**src/rtl/bpm_pkg.sv**
```systemverilog
package bpm_pkg;
  localparam int NUM_BLK = 11;
  localparam int BLK_W   = $clog2(NUM_BLK);
  localparam int ADDR_W  = 19;
  localparam int SEG_LSB = 16;  // 64 KB granule

  typedef logic [BLK_W-1:0] blk_idx_t;

  typedef enum logic [1:0] {
    SEQ_IDLE,
    SEQ_PROT,
    SEQ_UNPROT
  } seq_state_e;

  localparam logic [7:0] STAT_PROT = 8'h01;
  localparam logic [7:0] STAT_OPEN = 8'h00;
endpackage

```
**src/rtl/bpm_addr_decode.sv**
```systemverilog
module bpm_addr_decode
  import bpm_pkg::*;
#(
  parameter bit BOTTOM_BOOT = 1'b0
) (
  input  logic [ADDR_W-1:0] addr_i,
  output blk_idx_t          blk_o
);
  localparam int SEG_W     = ADDR_W - SEG_LSB;
  localparam int NUM_LARGE = (1 << SEG_W) - 1;
  localparam int SMALL_CNT = NUM_BLK - NUM_LARGE;

  logic [SEG_W-1:0] seg;
  logic b_hi, b_mid, b_lo;

  assign seg   = addr_i[ADDR_W-1:SEG_LSB];
  assign b_hi  = addr_i[SEG_LSB-1];
  assign b_mid = addr_i[SEG_LSB-2];
  assign b_lo  = addr_i[SEG_LSB-3];

  generate
    if (BOTTOM_BOOT) begin : g_bottom
      always_comb begin
        if (seg != '0)  blk_o = BLK_W'(seg) + BLK_W'(SMALL_CNT - 1);
        else if (b_hi)  blk_o = BLK_W'(SMALL_CNT - 1);
        else if (!b_mid) blk_o = BLK_W'(0);
        else if (b_lo)  blk_o = BLK_W'(2);
        else            blk_o = BLK_W'(1);
      end
    end else begin : g_top
      always_comb begin
        if (seg != '1)  blk_o = BLK_W'(seg);
        else if (!b_hi) blk_o = BLK_W'(NUM_LARGE);
        else if (b_mid) blk_o = BLK_W'(NUM_BLK - 1);
        else if (b_lo)  blk_o = BLK_W'(NUM_BLK - 2);
        else            blk_o = BLK_W'(NUM_BLK - 3);
      end
    end
  endgenerate
endmodule

```
**src/rtl/bpm_flag_bank.sv**
```systemverilog
module bpm_flag_bank
  import bpm_pkg::*;
(
  input  logic               clk_i,
  input  logic               rst_ni,
  input  logic               set_i,
  input  blk_idx_t           set_blk_i,
  input  logic               clr_all_i,
  output logic [NUM_BLK-1:0] flags_o
);
  for (genvar g = 0; g < NUM_BLK; g++) begin : g_flag
    always_ff @(posedge clk_i or negedge rst_ni) begin
      if (!rst_ni)                                 flags_o[g] <= 1'b0;
      else if (clr_all_i)                          flags_o[g] <= 1'b0;
      else if (set_i && set_blk_i == BLK_W'(g))    flags_o[g] <= 1'b1;
    end
  end
endmodule

```
**src/rtl/bpm_prot_seq.sv**
```systemverilog
module bpm_prot_seq
  import bpm_pkg::*;
#(
  parameter int PROT_CYC   = 100,
  parameter int UNPROT_CYC = 10000
) (
  input  logic     clk_i,
  input  logic     rst_ni,
  input  logic     prot_req_i,
  input  logic     unprot_all_i,
  input  blk_idx_t blk_i,
  input  logic     all_prot_i,
  output logic     busy_o,
  output logic     set_o,
  output blk_idx_t set_blk_o,
  output logic     clr_all_o,
  output logic     err_o
);
  localparam int MAX_CYC = (PROT_CYC > UNPROT_CYC) ? PROT_CYC : UNPROT_CYC;
  localparam int CNT_W   = $clog2(MAX_CYC + 1);

  seq_state_e       state_q;
  logic [CNT_W-1:0] cnt_q;
  blk_idx_t         tgt_q;
  logic             err_q;
  logic             last;

  assign last = (cnt_q == '0);

  always_ff @(posedge clk_i or negedge rst_ni) begin
    if (!rst_ni) begin
      state_q <= SEQ_IDLE;
      cnt_q   <= '0;
      tgt_q   <= '0;
      err_q   <= 1'b0;
    end else begin
      err_q <= 1'b0;
      unique case (state_q)
        SEQ_IDLE: begin
          if (prot_req_i) begin
            state_q <= SEQ_PROT;
            cnt_q   <= CNT_W'(PROT_CYC - 1);
            tgt_q   <= blk_i;
          end else if (unprot_all_i) begin
            if (all_prot_i) begin
              state_q <= SEQ_UNPROT;
              cnt_q   <= CNT_W'(UNPROT_CYC - 1);
            end else begin
              err_q <= 1'b1;
            end
          end
        end
        SEQ_PROT, SEQ_UNPROT: begin
          if (last) state_q <= SEQ_IDLE;
          else      cnt_q   <= cnt_q - 1'b1;
        end
        default: state_q <= SEQ_IDLE;
      endcase
    end
  end

  assign busy_o    = (state_q != SEQ_IDLE);
  assign set_o     = (state_q == SEQ_PROT) && last;
  assign clr_all_o = (state_q == SEQ_UNPROT) && last;
  assign set_blk_o = tgt_q;
  assign err_o     = err_q;
endmodule

```
**src/rtl/blk_protect_map.sv**
```systemverilog
module blk_protect_map
  import bpm_pkg::*;
#(
  parameter bit BOTTOM_BOOT = 1'b0,
  parameter int PROT_CYC    = 100,
  parameter int UNPROT_CYC  = 10000
) (
  input  logic              clk_i,
  input  logic              rst_ni,
  input  logic [ADDR_W-1:0] addr_i,
  input  logic              req_i,
  input  logic              prot_req_i,
  input  logic              unprot_all_i,
  input  logic              temp_unprot_i,
  input  logic [ADDR_W-1:0] qry_addr_i,
  output logic [BLK_W-1:0]  qry_blk_o,
  output logic [7:0]        qry_data_o,
  output logic              grant_o,
  output logic              deny_o,
  output logic              busy_o,
  output logic              err_o
);
  blk_idx_t           req_blk, qry_blk, set_blk;
  logic [NUM_BLK-1:0] flags_q;
  logic               set_en, clr_all;
  logic               req_flag, qry_flag, eff_prot;
  logic               grant_q, deny_q;

  bpm_addr_decode #(.BOTTOM_BOOT(BOTTOM_BOOT)) u_dec_req (
    .addr_i(addr_i), .blk_o(req_blk)
  );

  bpm_addr_decode #(.BOTTOM_BOOT(BOTTOM_BOOT)) u_dec_qry (
    .addr_i(qry_addr_i), .blk_o(qry_blk)
  );

  bpm_prot_seq #(.PROT_CYC(PROT_CYC), .UNPROT_CYC(UNPROT_CYC)) u_seq (
    .clk_i       (clk_i),
    .rst_ni      (rst_ni),
    .prot_req_i  (prot_req_i),
    .unprot_all_i(unprot_all_i),
    .blk_i       (req_blk),
    .all_prot_i  (&flags_q),
    .busy_o      (busy_o),
    .set_o       (set_en),
    .set_blk_o   (set_blk),
    .clr_all_o   (clr_all),
    .err_o       (err_o)
  );

  bpm_flag_bank u_flags (
    .clk_i    (clk_i),
    .rst_ni   (rst_ni),
    .set_i    (set_en),
    .set_blk_i(set_blk),
    .clr_all_i(clr_all),
    .flags_o  (flags_q)
  );

  always_comb begin
    req_flag = 1'b0;
    qry_flag = 1'b0;
    for (int i = 0; i < NUM_BLK; i++) begin
      if (req_blk == BLK_W'(i)) req_flag = flags_q[i];
      if (qry_blk == BLK_W'(i)) qry_flag = flags_q[i];
    end
  end

  // override never touches stored flags, so release restores them
  assign eff_prot = req_flag & ~temp_unprot_i;

  always_ff @(posedge clk_i or negedge rst_ni) begin
    if (!rst_ni) begin
      grant_q <= 1'b0;
      deny_q  <= 1'b0;
    end else begin
      grant_q <= req_i & ~eff_prot;
      deny_q  <= req_i & eff_prot;
    end
  end

  assign grant_o    = grant_q;
  assign deny_o     = deny_q;
  assign qry_blk_o  = qry_blk;
  assign qry_data_o = qry_flag ? STAT_PROT : STAT_OPEN;
endmodule

```
**config.mk**
```make
export PLATFORM = sky130hd
export DESIGN_NAME = blk_protect_map
export DESIGN_NICKNAME = d
export VERILOG_FILES = /design/src/rtl/bpm_pkg.sv /design/src/rtl/bpm_addr_decode.sv /design/src/rtl/bpm_flag_bank.sv /design/src/rtl/bpm_prot_seq.sv /design/src/rtl/blk_protect_map.sv
export SDC_FILE = /design/constraint.sdc
export NUM_CORES = 1
export LEC_CHECK = 0
export ABC_CLOCK_PERIOD_IN_PS = 2900
export CELL_PAD_IN_SITES_DETAIL_PLACEMENT = 1
export CELL_PAD_IN_SITES_GLOBAL_PLACEMENT = 1
export CORE_UTILIZATION = 39
export DETAILED_ROUTE_END_ITERATION = 7
export GPL_TIMING_DRIVEN = 0
export PLACE_DENSITY_LB_ADDON = 0.1
export SYNTH_ARGS = -nofsm -noshare
export SYNTH_HDL_FRONTEND = slang
export SYNTH_SLANG_ARGS = --single-unit
export TNS_END_PERCENT = 30
```
**constraint.sdc**
```tcl
create_clock -name clk_i -period 2.9 [get_ports clk_i]
set_input_delay 0.58 -clock clk_i [delete_from_list [all_inputs] [get_ports clk_i]]
set_output_delay 0.58 -clock clk_i [all_outputs]
set_load 0.02 [all_outputs]
```
=== After elaboration in Yosys (flattened, before gate mapping) ===
Index checks and enable logic that the tools add are counted.

* Bits of input ports: 44
* Output and inout port bits: 16
* Bits in registers: 34
* Logic and storage cells: 164

* Reductions and logical operators: 36
* Bitwise gates (word level): 5
* Add/sub/neg operators: 1
* Multiplexer cells: 67
* Eq/ne operators: 38

{| class="wikitable"
|+ Operators with widths
! kind !! number
|-
| 14-bit 2-to-1 mux || 4
|-
| 1-bit 2-to-1 mux || 51
|-
| 4-bit by 3-bit == test with 1-bit output (second input constant) || 12
|-
| 4-bit == test (second input constant) || 9
|-
| 14-bit case mux with 2 select lines || 1
|-
| 2-bit nonzero test || 13
|-
| 4-bit by 2-bit == test with 1-bit output (second input constant) || 6
|-
| 4-bit 2-to-1 mux || 6
|-
| 14-bit zero test || 1
|-
| 14-bit by 1-bit subtractor with 14-bit output (second input constant) || 1
|-
| 1-bit logical AND || 13
|-
| 4-bit by 1-bit == test with 1-bit output (second input constant) || 3
|-
| 4-bit zero test || 3
|-
| 11-bit AND reduction || 1
|-
| 3-bit != test (second input constant) || 3
|-
| 2-bit 2-to-1 mux || 4
|-
| 2-bit case mux with 2 select lines || 1
|-
| 4-bit AND reduction || 1
|-
| 1-bit bitwise AND || 3
|-
| 3-bit by 2-bit != test with 1-bit output (second input constant) || 1
|-
| 3-bit AND reduction || 1
|-
| 2-bit by 1-bit == test with 1-bit output (second input constant) || 1
|-
| 2-bit == test (second input constant) || 1
|-
| 2-bit zero test || 1
|-
| other kinds (5) || 6
|}

=== Depth between registers and ports, before layout ===
* Depth after elaboration: 19
* Gate-level depth with buffers: 8
* Gate-level depth less buffers: 7

=== Cells and area by module ===
A second synthesis with hierarchy kept.

* Cell total of the unflattened synthesis: 234
* Area, all modules: 2212.1 µm²

{| class="wikitable"
|+ By module, submodules not included
! module !! area each (µm²) !! cells an instance !! instances !! seq. area each (µm²)
|-
| bpm_prot_seq || 1282.5 || 136 || 1 || 525.5
|-
| bpm_flag_bank || 465.4 || 41 || 1 || 275.3
|-
| blk_protect_map || 366.6 || 39 || 1 || 50.0
|-
| bpm_addr_decode || 48.8 || 9 || 2 || 0.0
|}

=== Worst setup path before layout ===
Ideal clock, no wire load.

* Path type: input-to-output
* From: in qry_addr_i[14]
* To: out qry_data_o[0]
* Path slack: 0.408 ns
* Data arrival time: 1.912 ns
* Path buffers: 1
* Required time: 2.320 ns
* Stages on the path: 6
* Cells stage by stage: nand2b_1 > a41oi_1 > and4b_1 > o22ai_1 > o2bb2ai_1 > buf_4

* Word-level cells in the longest chain between the ends: 16
* Elaborated cells on any way between the ends: 26
* Those cells by class: eq/ne (10); mux (15); reduce/logical (1)

{| class="wikitable"
|+ Ends and longest elaborated chain
! what !! line !! text
|-
| from (decl) || blk_protect_map.sv:15 || <nowiki>input logic [ADDR_W-1:0] qry_addr_i,</nowiki>
|-
| 4-bit 2-to-1 mux * || bpm_addr_decode.sv:34 || <nowiki>else if (b_mid) blk_o = BLK_W'(NUM_BLK - 1);</nowiki>
|-
| 4-bit 2-to-1 mux * || bpm_addr_decode.sv:33 || <nowiki>else if (!b_hi) blk_o = BLK_W'(NUM_LARGE);</nowiki>
|-
| 4-bit 2-to-1 mux * || bpm_addr_decode.sv:32 || <nowiki>if (seg != '1) blk_o = BLK_W'(seg);</nowiki>
|-
| via qry_blk_o[0] || blk_protect_map.sv:16 || <nowiki>output logic [BLK_W-1:0] qry_blk_o,</nowiki>
|-
| 4-bit zero test || blk_protect_map.sv:65 || <nowiki>if (qry_blk == BLK_W'(i)) qry_flag = flags_q[i];</nowiki>
|-
| 1-bit 2-to-1 mux (10 in series) || blk_protect_map.sv:65 ||
|-
| 1-bit 2-to-1 mux * || blk_protect_map.sv:65 ||
|-
| via qry_flag || blk_protect_map.sv:26 || <nowiki>logic req_flag, qry_flag, eff_prot;</nowiki>
|-
| 1-bit 2-to-1 mux * || blk_protect_map.sv:85 || <nowiki>assign qry_data_o = qry_flag ? STAT_PROT : STAT_OPEN;</nowiki>
|-
| to (decl) || blk_protect_map.sv:17 || <nowiki>output logic [7:0] qry_data_o,</nowiki>
|}

Mark *: on every way through the listed nets, which the timed path passes. The rest lies on a longest branch.

=== Worst setup path in the final report ===
* From: in qry_addr_i[14]
* To: out qry_blk_o[0]

* Word-level cells in the longest chain between the ends: 3

{| class="wikitable"
|+ Ends and longest elaborated chain
! what !! line
|-
| 4-bit 2-to-1 mux || bpm_addr_decode.sv:34
|-
| 4-bit 2-to-1 mux || bpm_addr_decode.sv:33
|-
| 4-bit 2-to-1 mux || bpm_addr_decode.sv:32
|-
| to (decl) || blk_protect_map.sv:16
|}

No other way between the ends.

==> flow_summary.json <==
{
  "status": "completed",
  "ys.warnings.count": 0,
  "startpoint_type": "primary input",
  "drv_slew": 0,
  "fill_cells": 656,
  "cts_tree": "built",
  "cp.required_ns": 2.32,
  "cp_max_fo": 4,
  "hpwl_um": 4440,
  "h-tree-depth": 2,
  "drt_pass1_iterations": 4,
  "synth_xor_area_share_pct": 0,
  "synth_cell_type_count": 58,
  "slowest_delay_ns": 0.59,
  "synth_common_cells": "dfrtp_1 (34), nor2_1 (23), nand2_1 (21)",
  "synth_top_family_by_area": "simple AND/OR/NAND/NOR gates",
  "p_leak_nw": 1.21,
  "yosysMostFrequentCell": "dfrtp_1",
  "worstPathCellList": "clkdlybuf4s50_1, nand2b_4, a41oi_2, buf_4, clkdlybuf4s50_1",
  "finalWirelength_um": 5830,
  "cp-end-kind": "output pin",
  "synth_top_area_share_pct": 38.1,
  "ys.flop_type": "dfrtp_1",
  "async_flop_share_pct": 100,
  "ff_latch_area_um2": 851,
  "period_minus_slack_ns": 2.82,
  "grt_pass1_vias": 2124,
  "synth.area.mux_share_pct": 4.60,
  "die_area_um2": 6030,
  "fin_crit_sh_pct": 97.2,
  "die_y_um": 77.7,
  "synthesis.area_um2": 2230,
  "rr_worst_depth": 8,
  "cts_buffer_depth": 2,
  "critPathKind": "primary input to output pin",
  "synthSimpleGateAreaFrac_pct": 25.8,
  "synth.avg_cell_area_um2": 8.86,
  "finalHoldViolations": 0,
  "finalWeightedCongestion": 0.870,
  "die_w_um": 77.7,
  "fin_cells": 362,
  "rsz0062_at_grt": "no",
  "rr_endpoint": "u_seq.cnt_q[13]",
  "grt_util_all_layers_pct": 21.1,
  "synth_edf_count": 0,
  "synth_compound_area_share_pct": 22.5,
  "routedWlPerCell_um": 16.1,
  "diodes": 0,
  "grt_overflow": 0,
  "synth-seq-cells": 34,
  "ant_nets": 0,
  "start_util_pct": 40.5,
  "power.density_nw_per_um2": 340,
  "multi_input_area_um2": 1280,
  "via_count": 2045,
  "worstPathArrival_ns": 2.24,
  "cts_inserted_buffers": 5,
  "drt-initial-drc-count": 47,
  "area_growth_pct": 20.4,
  "dp_cells": 354,
  "slew_headroom_pct": 48.1,
  "rows": 27,
  "hold_path_class": "primary input to asynchronous set/reset pin",
  "drive_gt1_share_pct": 12.4,
  "syn_inst": 252,
  "setup_ws_ns": 0.0806,
  "worstMarginPinSlew_ns": 0.779,
  "grt_pass1_wl_um": 9910,
  "regToRegStartpoint": "u_seq.cnt_q[0]",
  "root_buffer": "clkbuf_8",
  "antenna_found_initial": 0,
  "r2r_setup_slack_ns": 0.58,
  "drc_errors": 0,
  "synth_area_leaders": "dfrtp_1 (38%), a21oi_1 (4.0%), nor2_1 (3.9%)",
  "ir_drop_uv": 179,
  "synth_fa_ha_area_share_pct": 2.24,
  "yosysSeqAreaShare_pct": 38.1,
  "core_um2": 5510,
  "ioPinCount": 60,
  "clock-sinks": 34,
  "grt_max_degree": 35,
  "fin_worst_skew_ns": 0.00614,
  "cpMaxStageDelayCell": "clkdlybuf4s50_1",
  "crit_top_cell": "clkdlybuf4s50_1",
  "portBuffers": 24,
  "fmax_mhz": 355,
  "report.final.setup_viol": 0,
  "layout.nets": 338,
  "clk_pin_slew_ns": 0.07,
  "whs_ns": 0.364,
  "utilization_pct": 48.8,
  "clkLatencyLatePin_ns": 0.29,
  "via_per_inst": 5.65,
  "drv_cap": 0,
  "pre_cts_slack_ns": -0.524,
  "power_uw": 914,
  "synth_area_leader_cell": "dfrtp_1"
}
==> cells by family after synthesis <==
| kind of cell | Yosys count |
|---|---|
| AO/OA/AOI/OAI | 73 |
| flip-flops | 34 |
| other | 1 |
| buffers and inverters | 30 |
| multiplexers | 10 |
| adder cells (fa/ha/maj) | 4 |
| AND/OR/NAND/NOR | 100 |
==> placed cells by master (no fill, tap or decap), drive strengths merged, types with 3 or more instances in the layout <==
cell and instances:
a21oi 18, a31oi 5, and4b 3, buf 13, clkbuf 10, clkdlybuf4s50 19
conb 7, dfrtp 34, ha 4, inv 15, mux2i 8, nand2 21
nand2b 4, nand3 6, nand4 5, nor2 23, nor2b 6, nor3 11
nor4 5, o211ai 5, o21a 4, o21ai 10, o22a 3, o31ai 3
or3 3
==> state kept, by name (all words and copies together) (netlist names) <==
register         flops
u_seq.cnt_q         14
u_flags.flags_o     11
u_seq.set_blk_o      4
u_seq.state_q        2
deny_o               1
grant_o              1
u_seq.err_o          1
==> worst max-delay path: cells and delay by family <==
| family | cells | cell delay, ns |
|---|---|---|
| buf+inv | 3 | 1.21 |
| compound gates | 1 | 0.27 |
| simple gates | 1 | 0.17 |
==> how the worst max path moves through the flow <==
stage,start,end,slack [ns],cells past startpoint
3_5_place_dp,qry_addr_i[16],qry_data_o[0],-0.52,8
5_1_grt,qry_addr_i[14],qry_data_o[0],0.03,8
6_report,qry_addr_i[14],qry_blk_o[0],0.08,5
3_3_place_gp,qry_addr_i[16],qry_data_o[0],-0.53,8
4_1_cts,qry_addr_i[14],qry_data_o[0],0.008,8
2_1_floorplan,qry_addr_i[14],qry_data_o[0],0.41,6
==> metrics by stage <==
step / setup TNS [ns] / instance area [µm²]
finish: 0 / 2690
global route: 0 / 2690
CTS: 0 / 2670
detailed placement: -0.556 / 2580
global placement: -0.556 / 2580
floorplan: 0 / 2250
==> power breakdown <==
group / leakage [nW] / internal, mW / total [mW] / switching [mW]
sequential: 0.448 / 0.475 / 0.475 / 0.000260
clock: 0.0438 / 0.161 / 0.336 / 0.175
combinational: 0.714 / 0.0457 / 0.103 / 0.0575
total: 1.21 / 0.682 / 0.914 / 0.232
==> area by class of cell <==
class / count / area share (%)
clock inverters: 2 / 0.372
multi-input cells: 194 / 47.8
repair buffers: 25 / 8.85
flip-flops and latches: 34 / 31.7
clock buffers: 5 / 2.56
inverters: 15 / 2.09
well taps: 72 / 3.35
plain buffers: 15 / 3.35
==> what timing repair did <==
item                       CTS  global route
setup endpoints to repair    2             3
gates resized for setup      5             5
hold buffers                 0             0
pin swaps                    2             1
setup buffers                1             0
==> routing by layer <==
metal	part of all wire [%]	vias up	global-route usage, %
li1	-	1000	-
met1	44	1008	24.7
met2	51	28	37.7
met3	2.6	9	3.53
met4	1.7	0	9.25
met5	0	-	0
Note: power is estimated with default switching activity, not from simulation.
